File: src/rtl/cipher_csr_pkg.sv
package cipher_csr_pkg;

  localparam int CW_EN      = 0;
  localparam int CW_DT_LSB  = 1;
  localparam int CW_MD_LSB  = 3;
  localparam int CW_CHL_LSB = 5;
  localparam int CW_DCLR    = 7;
  localparam int CW_ECLR    = 8;
  localparam int CW_DIE     = 9;
  localparam int CW_EIE     = 10;
  localparam int CW_DMI     = 11;
  localparam int CW_DMO     = 12;
  localparam int CW_PH_LSB  = 13;
  localparam int CW_CHH     = 16;
  localparam int CW_KS      = 18;
  localparam int CW_PAD_LSB = 20;

  localparam int IDX_CTRL     = 0;
  localparam int IDX_STAT     = 1;
  localparam int IDX_KEY_BASE = 2;

  typedef enum logic [1:0] {
    OP_ENCRYPT   = 2'b00,
    OP_KEYPREP   = 2'b01,
    OP_DECRYPT   = 2'b10,
    OP_PREP_DEC  = 2'b11
  } op_mode_e;

  typedef struct packed {
    logic [3:0] pad;
    logic       keysize;
    logic [2:0] chain;
    logic [1:0] phase;
    logic       dma_out;
    logic       dma_in;
    logic       err_ie;
    logic       done_ie;
    op_mode_e   mode;
    logic [1:0] dtype;
    logic       en;
  } ctrl_t;

  function automatic logic [31:0] ctrl_to_word(input ctrl_t c);
    logic [31:0] w;
    w                   = '0;
    w[CW_EN]            = c.en;
    w[CW_DT_LSB +: 2]   = c.dtype;
    w[CW_MD_LSB +: 2]   = c.mode;
    w[CW_CHL_LSB +: 2]  = c.chain[1:0];
    w[CW_CHH]           = c.chain[2];
    w[CW_DIE]           = c.done_ie;
    w[CW_EIE]           = c.err_ie;
    w[CW_DMI]           = c.dma_in;
    w[CW_DMO]           = c.dma_out;
    w[CW_PH_LSB +: 2]   = c.phase;
    w[CW_KS]            = c.keysize;
    w[CW_PAD_LSB +: 4]  = c.pad;
    return w;
  endfunction

endpackage

File: src/rtl/cipher_csr_ctrl.sv
module cipher_csr_ctrl
  import cipher_csr_pkg::*;
(
  input  logic        clk,
  input  logic        rst_n,
  input  logic        wr_ctrl,
  input  logic [31:0] wdata,
  input  logic        hw_en_clr,
  output ctrl_t       ctrl_q,
  output logic        en_next
);

  ctrl_t      ctrl_n;
  logic       cfg_open;
  op_mode_e   cand_mode;
  logic [2:0] cand_chain;
  logic       unused_wbits;

  assign unused_wbits = ^{wdata[31:24], wdata[19], wdata[17], wdata[15],
                          wdata[CW_ECLR], wdata[CW_DCLR]};

  // next-state: configuration fields open only when disabled or being disabled
  always_comb begin
    ctrl_n     = ctrl_q;
    cfg_open   = !ctrl_q.en || !wdata[CW_EN];
    cand_chain = {wdata[CW_CHH], wdata[CW_CHL_LSB +: 2]};
    cand_mode  = op_mode_e'(wdata[CW_MD_LSB +: 2]);
    // single-block decrypt only with ECB/CBC chaining
    if (cand_mode == OP_PREP_DEC && cand_chain > 3'd1) begin
      cand_mode = OP_DECRYPT;
    end
    // no step from prepare-and-decrypt back to plain decrypt
    if (ctrl_q.mode == OP_PREP_DEC && cand_mode == OP_DECRYPT) begin
      cand_mode = OP_PREP_DEC;
    end
    if (wr_ctrl) begin
      ctrl_n.en      = wdata[CW_EN];
      ctrl_n.done_ie = wdata[CW_DIE];
      ctrl_n.err_ie  = wdata[CW_EIE];
      ctrl_n.dma_in  = wdata[CW_DMI];
      ctrl_n.dma_out = wdata[CW_DMO];
      ctrl_n.phase   = wdata[CW_PH_LSB +: 2];
      ctrl_n.pad     = wdata[CW_PAD_LSB +: 4];
      if (cfg_open) begin
        ctrl_n.dtype   = wdata[CW_DT_LSB +: 2];
        ctrl_n.mode    = cand_mode;
        ctrl_n.chain   = cand_chain;
        ctrl_n.keysize = wdata[CW_KS];
      end
    end
    // key preparation completion drops enable
    if (hw_en_clr) begin
      ctrl_n.en = 1'b0;
    end
  end

  assign en_next = ctrl_n.en;

  always_ff @(posedge clk or negedge rst_n) begin
    if (!rst_n) begin
      ctrl_q <= '0;
    end else begin
      ctrl_q <= ctrl_n;
    end
  end

endmodule

File: src/rtl/cipher_csr_flags.sv
module cipher_csr_flags (
  input  logic       clk,
  input  logic       rst_n,
  input  logic       done_evt,
  input  logic       rd_err_evt,
  input  logic       wr_err_evt,
  input  logic       clr_done,
  input  logic       clr_err,
  input  logic       busy,
  input  logic       done_ie,
  input  logic       err_ie,
  output logic [3:0] status,
  output logic       irq
);

  logic done_q, rderr_q, wrerr_q;
  logic done_n, rderr_n, wrerr_n;

  // set has priority over clear
  always_comb begin
    done_n  = done_evt   | (done_q  & ~clr_done);
    rderr_n = rd_err_evt | (rderr_q & ~clr_err);
    wrerr_n = wr_err_evt | (wrerr_q & ~clr_err);
  end

  always_ff @(posedge clk or negedge rst_n) begin
    if (!rst_n) begin
      done_q  <= 1'b0;
      rderr_q <= 1'b0;
      wrerr_q <= 1'b0;
    end else begin
      done_q  <= done_n;
      rderr_q <= rderr_n;
      wrerr_q <= wrerr_n;
    end
  end

  assign status = {busy, wrerr_q, rderr_q, done_q};
  assign irq    = (done_q & done_ie) | ((rderr_q | wrerr_q) & err_ie);

endmodule

File: src/rtl/cipher_csr_keyiv.sv
module cipher_csr_keyiv #(
  parameter int DATA_W    = 32,
  parameter int KEY_WORDS = 8,
  parameter int IV_WORDS  = 4,
  parameter int ADDR_W    = 4,
  parameter int KEY_BASE  = 2,
  localparam int KEY_W    = DATA_W * KEY_WORDS,
  localparam int IV_W     = DATA_W * IV_WORDS,
  localparam int IV_BASE  = KEY_BASE + KEY_WORDS,
  localparam int HALF     = KEY_WORDS / 2
) (
  input  logic                 clk,
  input  logic                 rst_n,
  input  logic [KEY_WORDS-1:0] key_we,
  input  logic [IV_WORDS-1:0]  iv_we,
  input  logic [DATA_W-1:0]    wdata,
  input  logic                 keysize,
  input  logic                 derived_sel,
  input  logic [KEY_W-1:0]     derived_key,
  input  logic [ADDR_W-1:0]    rd_addr,
  output logic                 rd_hit,
  output logic [DATA_W-1:0]    rd_data,
  output logic [KEY_W-1:0]     key_out,
  output logic [IV_W-1:0]      iv_out
);

  logic [DATA_W-1:0] key_q [KEY_WORDS];
  logic [DATA_W-1:0] iv_q  [IV_WORDS];

  for (genvar g = 0; g < KEY_WORDS; g++) begin : g_key
    always_ff @(posedge clk or negedge rst_n) begin
      if (!rst_n) begin
        key_q[g] <= '0;
      end else if (key_we[g]) begin
        key_q[g] <= wdata;
      end
    end
    if (g >= HALF) begin : g_upper
      assign key_out[g*DATA_W +: DATA_W] = keysize ? key_q[g] : '0;
    end else begin : g_lower
      assign key_out[g*DATA_W +: DATA_W] = key_q[g];
    end
  end

  for (genvar g = 0; g < IV_WORDS; g++) begin : g_iv
    always_ff @(posedge clk or negedge rst_n) begin
      if (!rst_n) begin
        iv_q[g] <= '0;
      end else if (iv_we[g]) begin
        iv_q[g] <= wdata;
      end
    end
    assign iv_out[g*DATA_W +: DATA_W] = iv_q[g];
  end

  always_comb begin
    rd_hit  = 1'b0;
    rd_data = '0;
    for (int i = 0; i < KEY_WORDS; i++) begin
      if (rd_addr == ADDR_W'(KEY_BASE + i)) begin
        rd_hit  = 1'b1;
        rd_data = derived_sel ? derived_key[i*DATA_W +: DATA_W] : key_q[i];
      end
    end
    for (int i = 0; i < IV_WORDS; i++) begin
      if (rd_addr == ADDR_W'(IV_BASE + i)) begin
        rd_hit  = 1'b1;
        rd_data = iv_q[i];
      end
    end
  end

endmodule

File: src/rtl/cipher_csr.sv
module cipher_csr
  import cipher_csr_pkg::*;
#(
  parameter int DATA_W    = 32,
  parameter int KEY_WORDS = 8,
  parameter int IV_WORDS  = 4,
  parameter int ADDR_W    = 4,
  localparam int KEY_W    = DATA_W * KEY_WORDS,
  localparam int IV_W     = DATA_W * IV_WORDS,
  localparam int IV_BASE  = IDX_KEY_BASE + KEY_WORDS
) (
  input  logic              clk,
  input  logic              rst_n,
  input  logic              bus_wr,
  input  logic              bus_rd,
  input  logic [ADDR_W-1:0] bus_addr,
  input  logic [31:0]       bus_wdata,
  output logic [31:0]       bus_rdata,
  input  logic              blk_last,
  input  logic              core_done,
  input  logic              core_busy,
  input  logic              core_rd_err,
  input  logic              core_wr_err,
  input  logic [KEY_W-1:0]  derived_key,
  output logic              core_start,
  output logic              unit_en,
  output logic [1:0]        cfg_mode,
  output logic [2:0]        cfg_chain,
  output logic [1:0]        cfg_dtype,
  output logic              cfg_keysize,
  output logic [1:0]        cfg_phase,
  output logic [3:0]        cfg_pad,
  output logic              dma_in_en,
  output logic              dma_out_en,
  output logic [KEY_W-1:0]  key_out,
  output logic [IV_W-1:0]   iv_out,
  output logic              irq
);

  ctrl_t                ctrl_q;
  logic                 en_next;
  logic                 wr_ctrl;
  logic                 hw_en_clr;
  logic [3:0]           stat_w;
  logic [KEY_WORDS-1:0] key_we;
  logic [IV_WORDS-1:0]  iv_we;
  logic                 kv_hit;
  logic [DATA_W-1:0]    kv_data;
  logic                 dview_q, dview_n;
  logic                 start_q, start_n;
  logic [31:0]          rdata_q, rd_mux;

  assign wr_ctrl   = bus_wr && (bus_addr == ADDR_W'(IDX_CTRL));
  assign hw_en_clr = core_done && ctrl_q.en && (ctrl_q.mode == OP_KEYPREP);

  for (genvar g = 0; g < KEY_WORDS; g++) begin : g_kdec
    assign key_we[g] = bus_wr && !ctrl_q.en && (bus_addr == ADDR_W'(IDX_KEY_BASE + g));
  end
  for (genvar g = 0; g < IV_WORDS; g++) begin : g_idec
    assign iv_we[g] = bus_wr && !ctrl_q.en && (bus_addr == ADDR_W'(IV_BASE + g));
  end

  cipher_csr_ctrl u_ctrl (
    .clk       (clk),
    .rst_n     (rst_n),
    .wr_ctrl   (wr_ctrl),
    .wdata     (bus_wdata),
    .hw_en_clr (hw_en_clr),
    .ctrl_q    (ctrl_q),
    .en_next   (en_next)
  );

  cipher_csr_flags u_flags (
    .clk        (clk),
    .rst_n      (rst_n),
    .done_evt   (core_done),
    .rd_err_evt (core_rd_err),
    .wr_err_evt (core_wr_err),
    .clr_done   (wr_ctrl && bus_wdata[CW_DCLR]),
    .clr_err    (wr_ctrl && bus_wdata[CW_ECLR]),
    .busy       (core_busy),
    .done_ie    (ctrl_q.done_ie),
    .err_ie     (ctrl_q.err_ie),
    .status     (stat_w),
    .irq        (irq)
  );

  cipher_csr_keyiv #(
    .DATA_W    (DATA_W),
    .KEY_WORDS (KEY_WORDS),
    .IV_WORDS  (IV_WORDS),
    .ADDR_W    (ADDR_W),
    .KEY_BASE  (IDX_KEY_BASE)
  ) u_keyiv (
    .clk         (clk),
    .rst_n       (rst_n),
    .key_we      (key_we),
    .iv_we       (iv_we),
    .wdata       (bus_wdata[DATA_W-1:0]),
    .keysize     (ctrl_q.keysize),
    .derived_sel (dview_q),
    .derived_key (derived_key),
    .rd_addr     (bus_addr),
    .rd_hit      (kv_hit),
    .rd_data     (kv_data),
    .key_out     (key_out),
    .iv_out      (iv_out)
  );

  // derived-key view and start pulse, next state
  always_comb begin
    dview_n = dview_q;
    if ((en_next && !ctrl_q.en) || (|key_we)) begin
      dview_n = 1'b0;
    end else if (core_done && ctrl_q.en && ctrl_q.mode == OP_DECRYPT) begin
      dview_n = 1'b1;
    end
    start_n = (en_next && !ctrl_q.en) || (blk_last && ctrl_q.en);
  end

  always_comb begin
    rd_mux = '0;
    if (bus_addr == ADDR_W'(IDX_CTRL)) begin
      rd_mux = ctrl_to_word(ctrl_q);
    end else if (bus_addr == ADDR_W'(IDX_STAT)) begin
      rd_mux = {28'd0, stat_w};
    end else if (kv_hit) begin
      rd_mux = 32'(kv_data);
    end
  end

  always_ff @(posedge clk or negedge rst_n) begin
    if (!rst_n) begin
      dview_q <= 1'b0;
      start_q <= 1'b0;
    end else begin
      dview_q <= dview_n;
      start_q <= start_n;
    end
  end

  always_ff @(posedge clk or negedge rst_n) begin
    if (!rst_n) begin
      rdata_q <= '0;
    end else if (bus_rd) begin
      rdata_q <= rd_mux;
    end
  end

  assign bus_rdata   = rdata_q;
  assign core_start  = start_q;
  assign unit_en     = ctrl_q.en;
  assign cfg_mode    = ctrl_q.mode;
  assign cfg_chain   = ctrl_q.chain;
  assign cfg_dtype   = ctrl_q.dtype;
  assign cfg_keysize = ctrl_q.keysize;
  assign cfg_phase   = ctrl_q.phase;
  assign cfg_pad     = ctrl_q.pad;
  assign dma_in_en   = ctrl_q.dma_in;
  assign dma_out_en  = ctrl_q.dma_out;

endmodule

File: config.mk
export PLATFORM = sky130hd
export DESIGN_NAME = cipher_csr
export DESIGN_NICKNAME = d
export VERILOG_FILES = /design/src/rtl/cipher_csr_pkg.sv /design/src/rtl/cipher_csr_ctrl.sv /design/src/rtl/cipher_csr_flags.sv /design/src/rtl/cipher_csr_keyiv.sv /design/src/rtl/cipher_csr.sv
export SDC_FILE = /design/constraint.sdc
export NUM_CORES = 1
export LEC_CHECK = 0
export BUFFER_PORTS_ARGS = -buffer_cell sky130_fd_sc_hd__buf_2
export CORE_AREA = 2 2 283 285
export CTS_BUF_LIST = sky130_fd_sc_hd__clkbuf_4 sky130_fd_sc_hd__clkbuf_8
export DETAILED_ROUTE_END_ITERATION = 10
export DIE_AREA = 0 0 285 287
export SKIP_LAST_GASP = 1
export SLEW_MARGIN = 10
export SYNTH_ARGS = -nofsm -noshare
export SYNTH_HDL_FRONTEND = slang
export SYNTH_SLANG_ARGS = --single-unit
File: constraint.sdc
create_clock -name clk -period 4.38 [get_ports clk]
set_input_delay 0.438 -clock clk [delete_from_list [all_inputs] [get_ports clk]]
set_output_delay 0.438 -clock clk [all_outputs]
set_load 0.02 [all_outputs]
==> flow_metrics.py <==
metrics = {
    "outcome": {
        "run_status": "finished clean",
    },
    "synth": {
        "post_synthesis_compound_gate_area_fraction": 0.106,
        "main_combinational_cell_family_by_area_after_synthesis": "multiplexers",
        "synth_flop_cell": "sky130_fd_sc_hd__dfrtp_1",
        "asyncSetResetFlopFracSynth": 1.00,
        "syn_area_per_cell_sq_um": 11.3,
        "synthAdderAreaFrac": 0,
        "yosys_register_bits": 440,
        "synth-xor-area-share": 0,
        "yosysTopAreaCell": "sky130_fd_sc_hd__dfrtp_1",
        "post-synth-top-area-fraction": 0.447,
        "synthesis.area_sq_mm": 0.0247,
        "synth.lib_cells_used.distinct": 62,
        "synth_area_leaders": "sky130_fd_sc_hd__dfrtp_1 45%, sky130_fd_sc_hd__mux2_2 18%, sky130_fd_sc_hd__mux2i_1 9.5%",
        "synthesis.yosys.warnings": 0,
        "seq_area_frac_synth": 0.447,
        "postSynthNetCount": 2485,
        "synth_simple_gate_area_frac": 0.0765,
        "postSynthCellCount": 2184,
        "synth-edff-count": 0,
        "post_synth_mux_area_share": 0.291,
    },
    "placed_design": {
        "place_congestion": 0.895,
        "dp_hpwl_um": 78200,
        "io_buffer_count": 735,
        "placed_cell_area_sq_mm": 0.0284,
        "place_worst_setup_slack_ps": 1040,
    },
    "final_layout": {
        "syn_to_final_growth_pct": 22.6,
        "layout.nets": 3039,
        "most-common-layout-cells": "732 x sky130_fd_sc_hd__buf_2, 438 x sky130_fd_sc_hd__dfrtp_1, 386 x sky130_fd_sc_hd__mux2_2",
        "layout.cells.most_common": "sky130_fd_sc_hd__buf_2",
        "finish.instance_area_sq_mm": 0.0302,
        "total_area_of_multi_input_combinational_cells_sq_mm": 0.0118,
        "fillCellCount": 7985,
        "regArea_sq_mm": 0.0110,
        "layout_cells_sized_above_1": 0.489,
    },
    "setup_path": {
        "worstReg2RegEnd": "bus_rdata[19]",
        "worst_setup_path_class": "flop to flop",
        "crit_path_start_kind": "flop",
        "cp_data_arrival_time_ps": 3740,
        "worstRegToRegCells": 6,
        "timing.critical_path.required_ps": 4920,
        "timing.critical_path.from": "dview_q",
        "reg_to_reg_start": "dview_q",
        "crit_fanout": 54,
        "setup.worst_path.end": "bus_rdata[19]",
        "critical_path.endpoint_type": "flop",
        "r2r_slack_ps": 1180,
    },
    "global_routing": {
        "grt_antenna_before_repair": 9,
        "grt_pass1_wl_um": 153000,
        "grt_start_max_net_pins": 110,
        "grt_overflow": 0,
        "grt_pass1_vias": 20479,
        "global_route.usage.total": 0.259,
    },
    "flow_run": {
        "cap_viol_max_count": 0,
    },
    "cts": {
        "clk_latency_ps": 670,
        "post-cts-setup-buffers": 0,
        "cts_buffers": 82,
        "cts_tree": "built",
        "cts-root-buf": "sky130_fd_sc_hd__clkbuf_8",
        "cts.htree.levels": 3,
        "clk_path_buf_depth": 3,
        "clkTransAtPathRegs_ps": 60,
        "clock_sink_count": 440,
    },
    "die": {
        "core_region_area_sq_mm": 0.0786,
        "die_area_sq_mm": 0.0818,
        "die_height_um": 287,
        "std_cell_rows": 103,
        "io_pins": 736,
        "die_w_um": 285,
        "initial_core_util": 0.314,
    },
    "pwr": {
        "swShare": 0.398,
        "pwr-share-seq": 0.376,
        "net-switching-power_mw": 6.95,
        "p_int_mw": 10.5,
        "clk_pwr_share": 0.249,
        "power.density_cell_area_mw_per_mm2": 577,
        "power.combinational.fraction": 0.375,
        "total_leakage_power_nw": 13.9,
        "vdd.ir_drop.worst_v": 0.000351,
    },
    "drt": {
        "route.met3.wl_um": 9270,
        "topRoutingLayerUsed": "met5",
        "wl_um": 111000,
        "met2RoutedLength_um": 51400,
        "drt_drc_violations_left": 0,
        "drt.antenna.violating_nets": 0,
        "vias": 21059,
        "route.detailed.wl_per_inst_um": 28.7,
        "drt_iter0_markers": 1735,
        "wl_met1_um": 46300,
        "vias_per_cell": 5.47,
        "drt-pass1-iter-count": 5,
    },
    "sta": {
        "report.final.slew_viol_count": 0,
        "final.period_utilization": 0.731,
        "max_slew.worst_pin.slew_ps": 1210,
        "fmaxAchievable_ghz": 0.312,
        "finalHoldViolCount": 0,
        "finalSetupViolations": 0,
        "unrepaired_setup_endpoints_after_global_routing": "false",
        "worst_slack_ps": 1180,
        "final_period_minus_worst_setup_slack_ps": 3200,
        "tns_ps": 0,
        "hold_ws_ps": 124,
        "clock-skew-final_ps": 44.3,
        "slew_headroom": 0.192,
    },
    "hold_path": {
        "holdCritPathClass": "primary input to flop",
    },
}
-- Yosys cell counts, types with 5 or more instances --
| master | number |
|---|---|
| sky130_fd_sc_hd__o22ai_1 | 79 |
| sky130_fd_sc_hd__a221oi_1 | 16 |
| sky130_fd_sc_hd__a21oi_1 | 83 |
| sky130_fd_sc_hd__o211ai_1 | 23 |
| sky130_fd_sc_hd__inv_1 | 9 |
| sky130_fd_sc_hd__mux2_1 | 34 |
| sky130_fd_sc_hd__clkbuf_1 | 96 |
| sky130_fd_sc_hd__a21o_1 | 6 |
| sky130_fd_sc_hd__o21ai_0 | 85 |
| sky130_fd_sc_hd__nor2_1 | 57 |
| sky130_fd_sc_hd__nor4_1 | 12 |
| sky130_fd_sc_hd__mux2i_1 | 234 |
| sky130_fd_sc_hd__a22oi_1 | 7 |
| sky130_fd_sc_hd__o21ai_1 | 10 |
| sky130_fd_sc_hd__buf_1 | 10 |
| sky130_fd_sc_hd__a211o_1 | 25 |
| sky130_fd_sc_hd__a31oi_1 | 28 |
| sky130_fd_sc_hd__buf_6 | 7 |
| sky130_fd_sc_hd__mux2_2 | 386 |
| sky130_fd_sc_hd__and2_1 | 129 |
| sky130_fd_sc_hd__or3_1 | 6 |
| sky130_fd_sc_hd__nand2_1 | 57 |
| sky130_fd_sc_hd__mux2_4 | 7 |
| sky130_fd_sc_hd__nor2b_1 | 7 |
| sky130_fd_sc_hd__buf_2 | 73 |
| sky130_fd_sc_hd__a32o_1 | 11 |
| sky130_fd_sc_hd__a211oi_1 | 7 |
| sky130_fd_sc_hd__o221ai_1 | 10 |
| sky130_fd_sc_hd__buf_4 | 146 |
| sky130_fd_sc_hd__nor3_1 | 7 |
| sky130_fd_sc_hd__nand2b_1 | 6 |
| sky130_fd_sc_hd__dfrtp_1 | 440 |
| sky130_fd_sc_hd__nand3_1 | 8 |
| sky130_fd_sc_hd__a21boi_0 | 5 |
| sky130_fd_sc_hd__or2_2 | 9 |
| sky130_fd_sc_hd__or4_1 | 11 |
-- critical path, stage by stage, from the launching register on --
cell and delay, ps:
sky130_fd_sc_hd__dfrtp_4 1110, sky130_fd_sc_hd__buf_4 550, sky130_fd_sc_hd__mux2i_1 330, sky130_fd_sc_hd__o22ai_1 130, sky130_fd_sc_hd__nor4_1 500, sky130_fd_sc_hd__a211o_1 190, sky130_fd_sc_hd__a31oi_1 90
-- final cells by class --
cell class,count,area share
repair buffers,802,0.142
well taps,1050,0.0435
flip-flops and latches,440,0.365
clock inverters,14,0.00600
multi-input cells,1401,0.390
diodes,4,0.000331
clock buffers,125,0.0524
inverters,11,0.00137
-- worst min path at each step --
stage,start,endpoint,cells after the start
finish,bus_wr,u_flags.done_q,3
global route,bus_wr,u_flags.done_q,3
CTS,bus_wr,u_flags.done_q,3
detailed placement,u_keyiv.key_q[38],u_keyiv.key_q[38],1
global placement,u_keyiv.key_q[34],u_keyiv.key_q[34],1
floorplan,rst_n,bus_rdata[0],0
-- sequential cells by signal, indices dropped and copies added, names as in the netlist --
register	flops
u_flags.wrerr_q	1
u_keyiv.key_q	128
dview_q	1
u_flags.rderr_q	1
u_flags.done_q	1
core_start	1
u_keyiv.key_out	128
u_ctrl.ctrl_q	19
bus_rdata	32
u_keyiv.iv_out	128
-- layer usage --
layer | vias up | GRT usage
met5 | - | 0
met4 | 2 | 0.0895
met3 | 195 | 0.0618
met2 | 1094 | 0.412
met1 | 10829 | 0.345
li1 | 8939 | -
-- stage by stage --
| stage | utilization | std cells | total power, mW |
|---|---|---|---|
| after floorplan | - | 2184 | 10.8 |
| final | 0.384 | 3847 | 17.4 |
| after global routing | 0.384 | 3843 | 18.2 |
| after global placement | 0.361 | 3699 | 13.1 |
| after detailed placement | 0.361 | 3699 | 13.1 |
| after CTS | 0.384 | 3843 | 17.5 |
-- power by group through the flow --
stage	logic, mW	clock network, mW	registers, mW
after floorplan	4.23	0	6.61
after global placement	6.50	0	6.56
after detailed placement	6.54	0	6.58
after CTS	6.57	4.43	6.52
after global routing	6.91	4.60	6.69
final	6.55	4.34	6.55
-- what timing repair did --
action,in CTS,in global routing
gates resized for setup,0,0
hold endpoints to repair,105,0
hold buffers,5,0
-- cells by family after synthesis --
group                  after synthesis
flip-flops                         440
multiplexers                       661
AO/OA/AOI/OAI                      408
buffers and inverters              343
AND/OR/NAND/NOR                    332
Power figures use the tool's default switching activity.
